$ cat config.mk
export PLATFORM = sky130hd
export DESIGN_NAME = psum_accum_ctrl
export DESIGN_NICKNAME = d
export VERILOG_FILES = /design/src/rtl/psum_ctrl_pkg.sv /design/src/rtl/psum_cmd_decode.sv /design/src/rtl/psum_fp32_add.sv /design/src/rtl/psum_bank_store.sv /design/src/rtl/psum_accum_ctrl.sv
export SDC_FILE = /design/constraint.sdc
export NUM_CORES = 2
export LEC_CHECK = 0
export ABC_AREA = 1
export BUFFER_PORTS_ARGS = -buffer_cell sky130_fd_sc_hd__clkbuf_2
export CELL_PAD_IN_SITES_DETAIL_PLACEMENT = 2
export CELL_PAD_IN_SITES_GLOBAL_PLACEMENT = 2
export CORE_ASPECT_RATIO = 0.8
export CORE_UTILIZATION = 44
export DETAILED_ROUTE_END_ITERATION = 16
export PLACE_DENSITY_LB_ADDON = 0.1
export RECOVER_POWER = 50
export SYNTH_ARGS = -nofsm -noshare
export SYNTH_HDL_FRONTEND = slang
export SYNTH_SLANG_ARGS = --single-unit
$ cat constraint.sdc
create_clock -name clk -period 28.4 [get_ports clk]
set_input_delay 2.84 -clock clk [delete_from_list [all_inputs] [get_ports clk]]
set_output_delay 2.84 -clock clk [all_outputs]
set_load 0.005 [all_outputs]
$ cat src/rtl/psum_ctrl_pkg.sv
package psum_ctrl_pkg;
  typedef enum logic [1:0] {
    DST_PSUM  = 2'd0,
    DST_SBUF  = 2'd1,
    DST_DRAM  = 2'd2,
    DST_OTHER = 2'd3
  } dst_kind_e;

  typedef enum logic [2:0] {
    ERR_NONE  = 3'd0,
    ERR_ADDR  = 3'd1,
    ERR_DEST  = 3'd2,
    ERR_MBANK = 3'd3,
    ERR_CLR   = 3'd4
  } err_e;
endpackage

$ cat src/rtl/psum_cmd_decode.sv
module psum_cmd_decode
  import psum_ctrl_pkg::*;
#(
  parameter int NUM_BANKS    = 4,
  parameter int BANK_WORDS   = 16,
  parameter int ADDR_W       = 7,
  parameter int CLR_W        = 3,
  parameter bit MULTIBANK_EN = 1'b1
) (
  input  logic                 cmd_start,
  input  logic                 cmd_accum,
  input  logic                 ovr_present,
  input  logic                 ovr_accum,
  input  logic [CLR_W-1:0]     clr_log2,
  input  logic [1:0]           dst_kind,
  input  logic [ADDR_W-1:0]    dst_addr,
  output logic                 do_write,
  output logic                 do_acc,
  output logic [NUM_BANKS-1:0] clr_mask,
  output logic [2:0]           err_code
);
  localparam int WORDS   = NUM_BANKS * BANK_WORDS;
  localparam int BANK_SH = $clog2(BANK_WORDS);
  localparam int BANK_W  = $clog2(NUM_BANKS);
  localparam int SPAN_W  = (1 << CLR_W) + BANK_W + 1;

  logic              addr_oob, is_psum, head, acc;
  logic [BANK_W-1:0] bank;
  logic [SPAN_W-1:0] first, cnt, last;
  err_e              err;

  assign addr_oob = dst_addr >= ADDR_W'(WORDS);
  assign is_psum  = dst_kind == DST_PSUM;
  assign bank     = dst_addr[BANK_SH +: BANK_W];
  assign head     = ovr_present ? ~ovr_accum : cmd_start;
  assign acc      = ovr_present ? ovr_accum : (~cmd_start & cmd_accum);
  assign first    = SPAN_W'(bank);
  assign cnt      = SPAN_W'(1) << clr_log2;
  assign last     = first + cnt;

  always_comb begin
    err = ERR_NONE;
    if (addr_oob)
      err = ERR_ADDR;
    else if (cmd_start && !is_psum)
      err = ERR_DEST;
    else if (head && is_psum && (clr_log2 != '0) && !MULTIBANK_EN)
      err = ERR_MBANK;
    else if (head && is_psum && (last > SPAN_W'(NUM_BANKS)))
      err = ERR_CLR;
  end

  assign err_code = err;
  assign do_write = (err == ERR_NONE) && is_psum;
  assign do_acc   = acc;

  for (genvar k = 0; k < NUM_BANKS; k++) begin : g_mask
    assign clr_mask[k] = do_write && head &&
                         (SPAN_W'(k) >= first) && (SPAN_W'(k) < last);
  end
endmodule

$ cat src/rtl/psum_fp32_add.sv
module psum_fp32_add (
  input  logic [31:0] a,
  input  logic [31:0] b,
  output logic [31:0] sum
);
  logic        sa, sb, sl, ss;
  logic [7:0]  ea, eb, el, es, d;
  logic [23:0] ma, mb, ml, ms, mant;
  logic [26:0] xl, xs0, xs, nrm;
  logic [27:0] s28;
  logic [24:0] m25;
  logic [9:0]  e;
  logic [4:0]  sh, pos;
  logic        stk, g, rs, up;

  always_comb begin
    sa = a[31]; ea = a[30:23]; ma = (ea == 8'd0) ? 24'd0 : {1'b1, a[22:0]};
    sb = b[31]; eb = b[30:23]; mb = (eb == 8'd0) ? 24'd0 : {1'b1, b[22:0]};
    if ({ea, ma} < {eb, mb}) begin
      sl = sb; el = eb; ml = mb; ss = sa; es = ea; ms = ma;
    end else begin
      sl = sa; el = ea; ml = ma; ss = sb; es = eb; ms = mb;
    end
    d   = el - es;
    xl  = {ml, 3'b000};
    xs0 = {ms, 3'b000};
    if (d >= 8'd27) begin
      xs  = '0;
      stk = |xs0;
    end else begin
      xs  = xs0 >> d;
      stk = |(xs0 & ((27'd1 << d) - 27'd1));
    end
    xs[0] = xs[0] | stk;
    if (sl == ss) s28 = {1'b0, xl} + {1'b0, xs};
    else          s28 = {1'b0, xl} - {1'b0, xs};
    e   = {2'b00, el};
    pos = 5'd0;
    for (int i = 0; i < 27; i++) if (s28[i]) pos = 5'(i);
    sh  = 5'd26 - pos;
    if (s28[27]) begin
      nrm = s28[27:1] | {26'd0, s28[0]};
      e   = e + 10'd1;
    end else begin
      nrm = s28[26:0] << sh;
      e   = e - {5'd0, sh};
    end
    mant = nrm[26:3];
    g    = nrm[2];
    rs   = nrm[1] | nrm[0];
    up   = g & (rs | mant[0]);
    m25  = {1'b0, mant} + {24'd0, up};
    if (m25[24]) begin
      mant = m25[24:1];
      e    = e + 10'd1;
    end else begin
      mant = m25[23:0];
    end
    if (s28 == 28'd0)
      sum = 32'd0;
    else if (e[9] || e == 10'd0)
      sum = {sl, 31'd0};
    else if (e >= 10'd255)
      sum = {sl, 8'hFF, 23'd0};
    else
      sum = {sl, e[7:0], mant[22:0]};
  end
endmodule

$ cat src/rtl/psum_bank_store.sv
module psum_bank_store #(
  parameter int WORDS     = 64,
  parameter int NUM_BANKS = 4,
  parameter int BANK_SH   = 4,
  parameter int DATA_W    = 32,
  localparam int AW       = $clog2(WORDS)
) (
  input  logic                 clk,
  input  logic                 rst,
  input  logic                 we,
  input  logic [AW-1:0]        waddr,
  input  logic [DATA_W-1:0]    wdata,
  input  logic [NUM_BANKS-1:0] clr_mask,
  input  logic [AW-1:0]        ra_addr,
  output logic [DATA_W-1:0]    ra_data,
  output logic                 ra_hit,
  input  logic [AW-1:0]        rb_addr,
  output logic [DATA_W-1:0]    rb_data,
  output logic                 rb_hit
);
  logic [DATA_W-1:0] mem [WORDS];
  logic [WORDS-1:0]  vld, set_w, clr_w;

  for (genvar w = 0; w < WORDS; w++) begin : g_clr
    assign clr_w[w] = clr_mask[w >> BANK_SH];
  end

  assign set_w = we ? (WORDS'(1) << waddr) : '0;

  // a clear issued in the same cycle is younger than the pending write
  always_ff @(posedge clk) begin
    if (rst) begin
      vld    <= '0;
      ra_hit <= 1'b0;
      rb_hit <= 1'b0;
    end else begin
      vld    <= (vld | set_w) & ~clr_w;
      ra_hit <= vld[ra_addr];
      rb_hit <= vld[rb_addr];
    end
  end

  always_ff @(posedge clk) begin
    if (we) mem[waddr] <= wdata;
    ra_data <= mem[ra_addr];
    rb_data <= mem[rb_addr];
  end
endmodule

$ cat src/rtl/psum_accum_ctrl.sv
module psum_accum_ctrl
  import psum_ctrl_pkg::*;
#(
  parameter int NUM_BANKS    = 4,
  parameter int PARTS        = 2,
  parameter int PART_DEPTH   = 8,
  parameter int CLR_W        = 3,
  parameter bit MULTIBANK_EN = 1'b1,
  localparam int BANK_WORDS  = PARTS * PART_DEPTH,
  localparam int WORDS       = NUM_BANKS * BANK_WORDS,
  localparam int AW          = $clog2(WORDS),
  localparam int ADDR_W      = AW + 1
) (
  input  logic              clk,
  input  logic              rst,
  input  logic              cmd_valid,
  input  logic              cmd_start,
  input  logic              cmd_accum,
  input  logic              ovr_present,
  input  logic              ovr_accum,
  input  logic [CLR_W-1:0]  clr_log2,
  input  logic [1:0]        dst_kind,
  input  logic [ADDR_W-1:0] dst_addr,
  input  logic [31:0]       res_data,
  output logic              err_valid,
  output logic [2:0]        err_code,
  input  logic              rd_en,
  input  logic [AW-1:0]     rd_addr,
  output logic              rd_valid,
  output logic [31:0]       rd_data
);
  localparam int BANK_SH = $clog2(BANK_WORDS);

  logic                 dec_write, dec_acc;
  logic [NUM_BANKS-1:0] dec_mask, clr_now;
  logic [2:0]           dec_code;
  logic                 s0_go;

  logic                 s1_we, s1_acc, fwd_hit;
  logic [AW-1:0]        s1_addr;
  logic [31:0]          s1_prod, fwd_data, s1_old, s1_sum, s1_wdata;
  logic [31:0]          ra_data, rb_data;
  logic                 ra_hit, rb_hit;

  psum_cmd_decode #(
    .NUM_BANKS(NUM_BANKS), .BANK_WORDS(BANK_WORDS), .ADDR_W(ADDR_W),
    .CLR_W(CLR_W), .MULTIBANK_EN(MULTIBANK_EN)
  ) u_dec (
    .cmd_start(cmd_start), .cmd_accum(cmd_accum),
    .ovr_present(ovr_present), .ovr_accum(ovr_accum),
    .clr_log2(clr_log2), .dst_kind(dst_kind), .dst_addr(dst_addr),
    .do_write(dec_write), .do_acc(dec_acc), .clr_mask(dec_mask),
    .err_code(dec_code)
  );

  assign s0_go   = cmd_valid & dec_write;
  assign clr_now = cmd_valid ? dec_mask : '0;

  psum_bank_store #(
    .WORDS(WORDS), .NUM_BANKS(NUM_BANKS), .BANK_SH(BANK_SH), .DATA_W(32)
  ) u_store (
    .clk(clk), .rst(rst),
    .we(s1_we), .waddr(s1_addr), .wdata(s1_wdata), .clr_mask(clr_now),
    .ra_addr(dst_addr[AW-1:0]), .ra_data(ra_data), .ra_hit(ra_hit),
    .rb_addr(rd_addr), .rb_data(rb_data), .rb_hit(rb_hit)
  );

  // old value: freshest of forwarded write, stored word, or cleared zero
  assign s1_old   = fwd_hit ? fwd_data : (ra_hit ? ra_data : 32'd0);

  psum_fp32_add u_add (.a(s1_old), .b(s1_prod), .sum(s1_sum));

  assign s1_wdata = s1_acc ? s1_sum : s1_prod;

  always_ff @(posedge clk) begin
    if (rst) begin
      s1_we     <= 1'b0;
      s1_acc    <= 1'b0;
      s1_addr   <= '0;
      s1_prod   <= '0;
      fwd_hit   <= 1'b0;
      fwd_data  <= '0;
      err_valid <= 1'b0;
      err_code  <= ERR_NONE;
      rd_valid  <= 1'b0;
    end else begin
      s1_we     <= s0_go;
      s1_acc    <= dec_acc;
      s1_addr   <= dst_addr[AW-1:0];
      s1_prod   <= res_data;
      fwd_hit   <= s0_go && s1_we && (s1_addr == dst_addr[AW-1:0]);
      fwd_data  <= s1_wdata;
      err_valid <= cmd_valid && (dec_code != ERR_NONE);
      err_code  <= cmd_valid ? dec_code : ERR_NONE;
      rd_valid  <= rd_en;
    end
  end

  assign rd_data = rb_hit ? rb_data : 32'd0;
endmodule

After elaboration in Yosys (flattened, before gate mapping)
Memory sizes are Yosys's and may differ from the RTL's. A register that Yosys moved wholly into a read port is not among the register bits.
Index checks and enable logic that the tools add are counted.
Storage, ports and cells
  output and inout port bits: 37
  memory bits (writable): 2048
  register bits: 144
  memories: 1
  input port bits: 58
Operators by class
  shift operators: 5
  equal/unequal tests: 2
  $lt $le $gt $ge: 15
  bitwise operators: 14
  reduce and logical (&&, ||, !) cells: 28
  multiplexer cells: 61
  $add $sub $neg: 10
Memory list
  u_store.mem: depth 64, width 32, read ports 2, clocked after Yosys merged registers in 2, write ports 1, line psum_bank_store.sv:21  | logic [DATA_W-1:0] mem [WORDS];
Operators by type and width (count)
  $mux W32: 5
  $mux W24: 4
  $and A64 B64 Y64: 1
  $mux W64: 1
  $not A64 Y64: 1
  $or A64 B64 Y64: 1
  $shl A1 B6 Y64 const A: 1
  $mux W31: 2
  $mux W5: 11
  $mux W27: 2
  $mux W4: 9
  $lt A32 B32 Y1: 1
  $add A27 B27 Y28: 1
  $logic_not A28 Y1: 1
  $mux W28: 1
  $sub A27 B27 Y28: 1
  $and A27 B27 Y27: 1
  $or A27 B1 Y27: 1
  $reduce_or A27 Y1: 1
  $shl A1 B8 Y27 const A: 1
  $shl A27 B5 Y27: 1
  $shr A27 B8 Y27: 1
  $sub A27 B1 Y27 const B: 1
  $add A24 B1 Y25: 1
  other kinds (38): 84

Longest topological paths before layout
  word-level depth: 54
  gate-level depth with buffers: 104
  gate-level depth less buffers: 99

Modules after synthesis
Synthesis repeated with hierarchy kept, for this count alone.
Second synthesis, totals
  cells, all modules: 14265
  area total of the unflattened synthesis: 121586.6 um2
By module, submodules not included
  psum_bank_store: sequential area each 64101.5 um2, cells each 11615, area an instance 107063.9 um2, times used 1
  psum_fp32_add: sequential area each 0.0 um2, cells each 2070, area an instance 10711.5 um2, times used 1
  psum_accum_ctrl: sequential area each 1561.5 um2, cells each 524, area an instance 3512.1 um2, times used 1
  psum_cmd_decode: sequential area each 0.0 um2, cells each 56, area an instance 299.0 um2, times used 1

Worst setup path after synthesis
No wires, ideal clock.
  kind: register to register
  start point: register fwd_hit
  end point: memory u_store.mem[0][22], data pin
  path buffers: 6
  path slack: 15.901 ns
  cell stages (with the launch flop): 95
  clock period less this slack: 12.499 ns
  data arrival time: 11.984 ns
  cell sequence: dfxtp_1 -> buf_6 -> nand2_1 -> inv_2 -> nor2_1 -> nand2_1 -> nor2_2 -> nand2_2 -> inv_1 -> clkbuf_1 -> nor2_1 -> ha_1 -> a21oi_1 -> o21ai_1 -> nand3_1 -> nand2_1 -> nand3_1 -> a21oi_1 -> (+59 left out) -> a211oi_1 -> or2_2 -> nand2_1 -> nor4_1 -> inv_1 -> nand2_1 -> inv_1 -> nor2_1 -> nand4_1 -> o21ai_4 -> nand3_2 -> clkinv_2 -> nand3_4 -> nand2_4 -> buf_8 -> inv_2 -> nand2_1 -> nand2_1
Between the ends
  longest elaborated chain between the ends: 53
  elaborated cells on any way between the ends: 73
RTL lines
  start: declaration: line psum_accum_ctrl.sv:39  | logic s1_we, s1_acc, fwd_hit;
  start signal: assignment: line psum_accum_ctrl.sv:91  | fwd_hit <= s0_go && s1_we && (s1_addr == dst_addr[AW-1:0]);
  $mux W32 (*): line psum_accum_ctrl.sv:69  | assign s1_old = fwd_hit ? fwd_data : (ra_hit ? ra_data : 32'd0);
  $logic_not A8 Y1: line psum_fp32_add.sv:17  | sa = a[31]; ea = a[30:23]; ma = (ea == 8'd0) ? 24'd0 : {1'b1, a[22:0]};
  $mux W24: line psum_fp32_add.sv:17
  $lt A32 B32 Y1: line psum_fp32_add.sv:19  | if ({ea, ma} < {eb, mb}) begin
  $mux W8: line psum_fp32_add.sv:19
  $sub A8 B8 Y8: line psum_fp32_add.sv:24  | d = el - es;
  $shl A1 B8 Y27: line psum_fp32_add.sv:32  | stk = |(xs0 & ((27'd1 << d) - 27'd1));
  $sub A27 B1 Y27: line psum_fp32_add.sv:32
  (+38 left out)
  $add A24 B1 Y25: line psum_fp32_add.sv:52  | m25 = {1'b0, mant} + {24'd0, up};
  $mux W10: line psum_fp32_add.sv:53  | if (m25[24]) begin
  $ge A10 B8 Y1 / $logic_not A10 Y1 (equally long branches): line psum_fp32_add.sv:63, psum_fp32_add.sv:61
  $mux W31 / $logic_or A1 B1 Y1 (equally long branches): line psum_fp32_add.sv:63, psum_fp32_add.sv:61
  $mux W31: line psum_fp32_add.sv:61  | else if (e[9] || e == 10'd0)
  $mux W32 (*): line psum_fp32_add.sv:59  | if (s28 == 28'd0)
  $mux W32 (*): line psum_accum_ctrl.sv:73  | assign s1_wdata = s1_acc ? s1_sum : s1_prod;
  net s1_wdata[22]: line psum_accum_ctrl.sv:41  | logic [31:0] s1_prod, fwd_data, s1_old, s1_sum, s1_wdata;
  end: declaration: line psum_bank_store.sv:21
The timed path passes the listed nets; every way through them passes the cells marked *.

Worst setup path after layout
  start point: register fwd_hit
  end point: memory u_store.mem[24][26], data pin
Same word-level chain as after synthesis.

==> key figures <==
Outcome
  • Outcome: complete, but fails checks
  • Failing checks: max-capacitance violations, max-slew violations

Worst setup path
  • Worst R2R End: u_store.mem[24][26]$_DFFE_PP_
  • Slowest cell delay on critical path: 0.93 ns
  • Max FO, Critical Path: 69
  • CP Data Arrival Time: 19.28 ns
  • Critical Path RT: between 20 and 30 ns
  • Flop2flop setup slack: 9.61 ns
  • Worst path most repeated cell: nand2_1
  • Worst Setup End Kind: register
  • CP Class: register to register
  • Top delay family on crit path: simple AND/OR/NAND/NOR gates
  • Crit path buffers/inverters: 10
  • Origin of the critical flop-to-flop path: fwd_hit$_SDFF_PP0_
  • Critical-path top delay cell: dfxtp_2
  • Worst R2R Path Depth: 84
  • Setup crit start kind: register

Drt
  • Drt total wl: 595 mm
  • Via count: approximately 110k
  • Avg WL per Cell: 36.4 um
  • Vias/cell: 6.85
  • Drt pass-1 iters: 6
  • 1st-iter DRT viols: 14.1k
  • Drc violations: 0
  • Antenna Violating Nets Remaining: 0

Finish
  • Share of cells above drive strength 1: 5.97%
  • FF/Latch Area: around 0.066 sq mm
  • Nets: 12.8k
  • Fillers: 28.1k
  • Syn-to-layout area delta: 8.95%
  • Post-route cell area: 0.128 sq mm
  • Multi-input logic area: 0.0445 sq mm

Power and ir drop
  • Power per cell area: 71.2 mW/mm^2
  • Max VDD drop: between 50 and 60 uV
  • Sequential share of power: between 40% and 50%
  • Clock share of power: 35.7%
  • Leak: about 45 nW
  • Combinational share of power: 22.6%
  • Sw Ratio: about a third
  • Internal power: 6.07 mW
  • Switch Pwr: 3.06 mW

Global route
  • Initial antenna violation count: 42
  • Vias in the first global route: 116k
  • Largest net degree at the start of global routing: 222
  • Grt met3 use: 8.53%
  • Top Usage Layer GRT: met2
  • First-pass GRT wire length: between 800 and 900 mm
  • GRT Overall Usage: 42.8%
  • Met1 Usage GRT: a little under three fifths
  • Met2 usage: approximately two thirds
  • Remaining global-route overflow: 0

Synth
  • Ys Warns: 0
  • Unique masters post-synth: 76
  • Most area-consuming cells after synthesis: edfxtp_1 (52%), o21ai_0 (13%), nor2_1 (6.2%), a21oi_1 (4.9%), dfxtp_1 (3.5%)
  • Yosys reg bits: approximately 2.3k
  • Seq/Total Area, Yosys: about 56%
  • Synthesized area per cell: 9.02 sq um
  • Mapped Area: 0.118 sq mm
  • Async S/R FF share, synth: 0%
  • Post-synth EDFFs: 2048
  • Ys flop type: edfxtp_1
  • Syn Nets: 13.2k
  • Area share of the largest cell type after synthesis: 52.2%
  • Post-Synthesis Cells: 13.1k
  • Area leader, netlist: edfxtp_1

Clocking
  • TritonCTS clock tree: built
  • Cts hold-fix bufs: 0
  • Post-CTS Resized: 0
  • CTS Buf Count: between 200 and 250
  • Clock-pin slew on the worst setup and hold paths: 0.07 ns
  • Clock sinks: between 2k and 2.5k
  • Post-CTS Setup Inserts: 0
  • Clock Latency Late Sink: 0.99 ns
  • Root buf cell: clkbuf_16
  • Max Root-Sink Buffers: 4
  • Htree depth: 4

STA
  • Setup_tns: 0 ns
  • Max Clk Rate: 53.2 MHz
  • Slew @ Worst Pin: around 5.4 ns
  • Fin crit share: approximately two thirds
  • Setup violators final: 0
  • Final min period: 18.79 ns
  • Final Hold Fails: 0
  • Unrepaired setup endpoints after global routing: false
  • Worst slew margin: -260%
  • Final Slew Violations: 2304
  • Post-Route Skew: 0.115 ns

Min path
  • Hold Path Class: register to register
  • Hold path start: u_store.vld[17]$_SDFF_PP0_
  • Worst hold stages: 2
  • Hold EP: u_store.vld[17]$_SDFF_PP0_

Die
  • Die footprint: 0.270 sq mm
  • Starting Density: 44.3%
  • IO Pins: 95
  • Core Footprint: 0.266 sq mm
  • Die height: 465 um
  • Die width: slightly below 600 um
  • FP Rows: ~170

Placed design
  • DP HPWL: 351 mm
  • IO buf count: 94
  • Placed cell area: ~0.12 sq mm
  • Routability cong.: 0.935

Job
  • Max cap viols: 117
==> area by class of cell <==
| class | count | share of cell area [%] |
|---|---|---|
| antenna | 10 | 0.0195 |
| timing repair buffer | 339 | 1.78 |
| sequential | 2256 | 51.2 |
| clock buffer | 338 | 5.24 |
| inverter | 960 | 2.85 |
| clock inverter | 106 | 0.842 |
| tap | 3505 | 3.42 |
| multi-input combinational | 8810 | 34.7 |
==> power groups by stage <==
stage	logic [mW]	clock network (mW)	registers (mW)
after floorplan	1.25	0	3.86
after global placement	1.95	0	3.87
after detailed placement	2.01	0	3.87
after CTS	2.03	3.26	3.80
after global routing	2.20	3.37	3.80
final	2.06	3.26	3.80
==> cells in the mapped netlist (15+ instances only) <==
master and number:
a2111o_1 28, a21boi_0 56, a21oi_1 1153, a22oi_1 26, buf_1 109, buf_2 27
buf_4 15, clkbuf_1 871, dfxtp_1 208, edfxtp_1 2048, ha_1 94, inv_1 935
inv_2 19, nand2_1 821, nand2_2 17, nand3_1 387, nand4_1 65, nor2_1 1952
nor2_2 36, nor3_1 51, o211ai_1 523, o21ai_0 3155, o21ai_1 26, o21ba_2 18
o22ai_1 158, o32ai_1 39, xnor2_1 18, xor2_1 36
==> layout by cell type, fill, tap and decap left out, drive strengths merged, types with 181 or more instances in the layout <==
cell,netlist,routed
a21oi,1156,1156
clkbuf,871,496
nand3,399,399
dfxtp,208,208
buf,161,181
nand2,844,844
edfxtp,2048,2048
inv,954,955
o21ai,3188,3188
nor2,1993,1993
o211ai,523,523
==> layer usage <==
| metal | vias up | wire [um] |
|---|---|---|
| met3 | 1884 | 59500 |
| met5 | - | 182 |
| li1 | 45600 | - |
| met2 | 6839 | 263000 |
| met1 | 57500 | 229000 |
| met4 | 26 | 43100 |
==> logic make-up (layout without fill, tap and decap cells) <==
family	Yosys count	in the layout	synth area share (%)
flip-flops	2256	2256	55.8
AO/OA/AOI/OAI	5278	5278	24.5
XOR/XNOR	57	57	0.453
other	0	10	0
adder cells (fa/ha/maj)	97	97	1.05
buffers and inverters	1994	1743	6.51
AND/OR/NAND/NOR	3378	3378	11.7
==> how the worst max path moves through the flow <==
| stage | to | startpoint | cells past startpoint |
|---|---|---|---|
| finish | u_store.mem[24][26]$_DFFE_PP_ | fwd_hit$_SDFF_PP0_ | 84 |
| global route | u_store.mem[10][26]$_DFFE_PP_ | fwd_hit$_SDFF_PP0_ | 84 |
| CTS | u_store.mem[0][26]$_DFFE_PP_ | fwd_hit$_SDFF_PP0_ | 84 |
| detailed placement | u_store.mem[4][26]$_DFFE_PP_ | fwd_hit$_SDFF_PP0_ | 84 |
| global placement | u_store.mem[6][26]$_DFFE_PP_ | fwd_hit$_SDFF_PP0_ | 84 |
| floorplan | u_store.mem[0][22]$_DFFE_PP_ | fwd_hit$_SDFF_PP0_ | 94 |
==> sequential cells by signal, summed over array words and instances (netlist names), 3 cells and up <==
| signal | count |
|---|---|
| u_store.ra_data | 32 |
| err_code | 3 |
| u_store.rb_data | 32 |
| s1_prod | 32 |
| fwd_data | 32 |
| u_store.vld | 64 |
| u_store.mem | 2048 |
| s1_addr | 6 |
==> through the flow <==
step                      total power [mW]  std cells  util, %  setup WS (ns)  hold slack (ns)
after CTS                             9.09      16300     48.6           9.99            0.486
final                                 9.13      16300     48.3           9.61            0.484
after detailed placement              5.88      15900     45.7          10.02            0.475
after global routing                  9.37      16300     48.3           8.11            0.514
after floorplan                       5.10      13100        -          15.90            0.443
after global placement                5.82      15900     45.7          10.34            0.455
==> tightest hold or removal path: stages (launching register included) <==
cell and delay [ns]:
dfxtp_1 0.32, nor2_1 0.05, nor2_1 0.08
No activity file was read; power rests on OpenSTA's default activity.
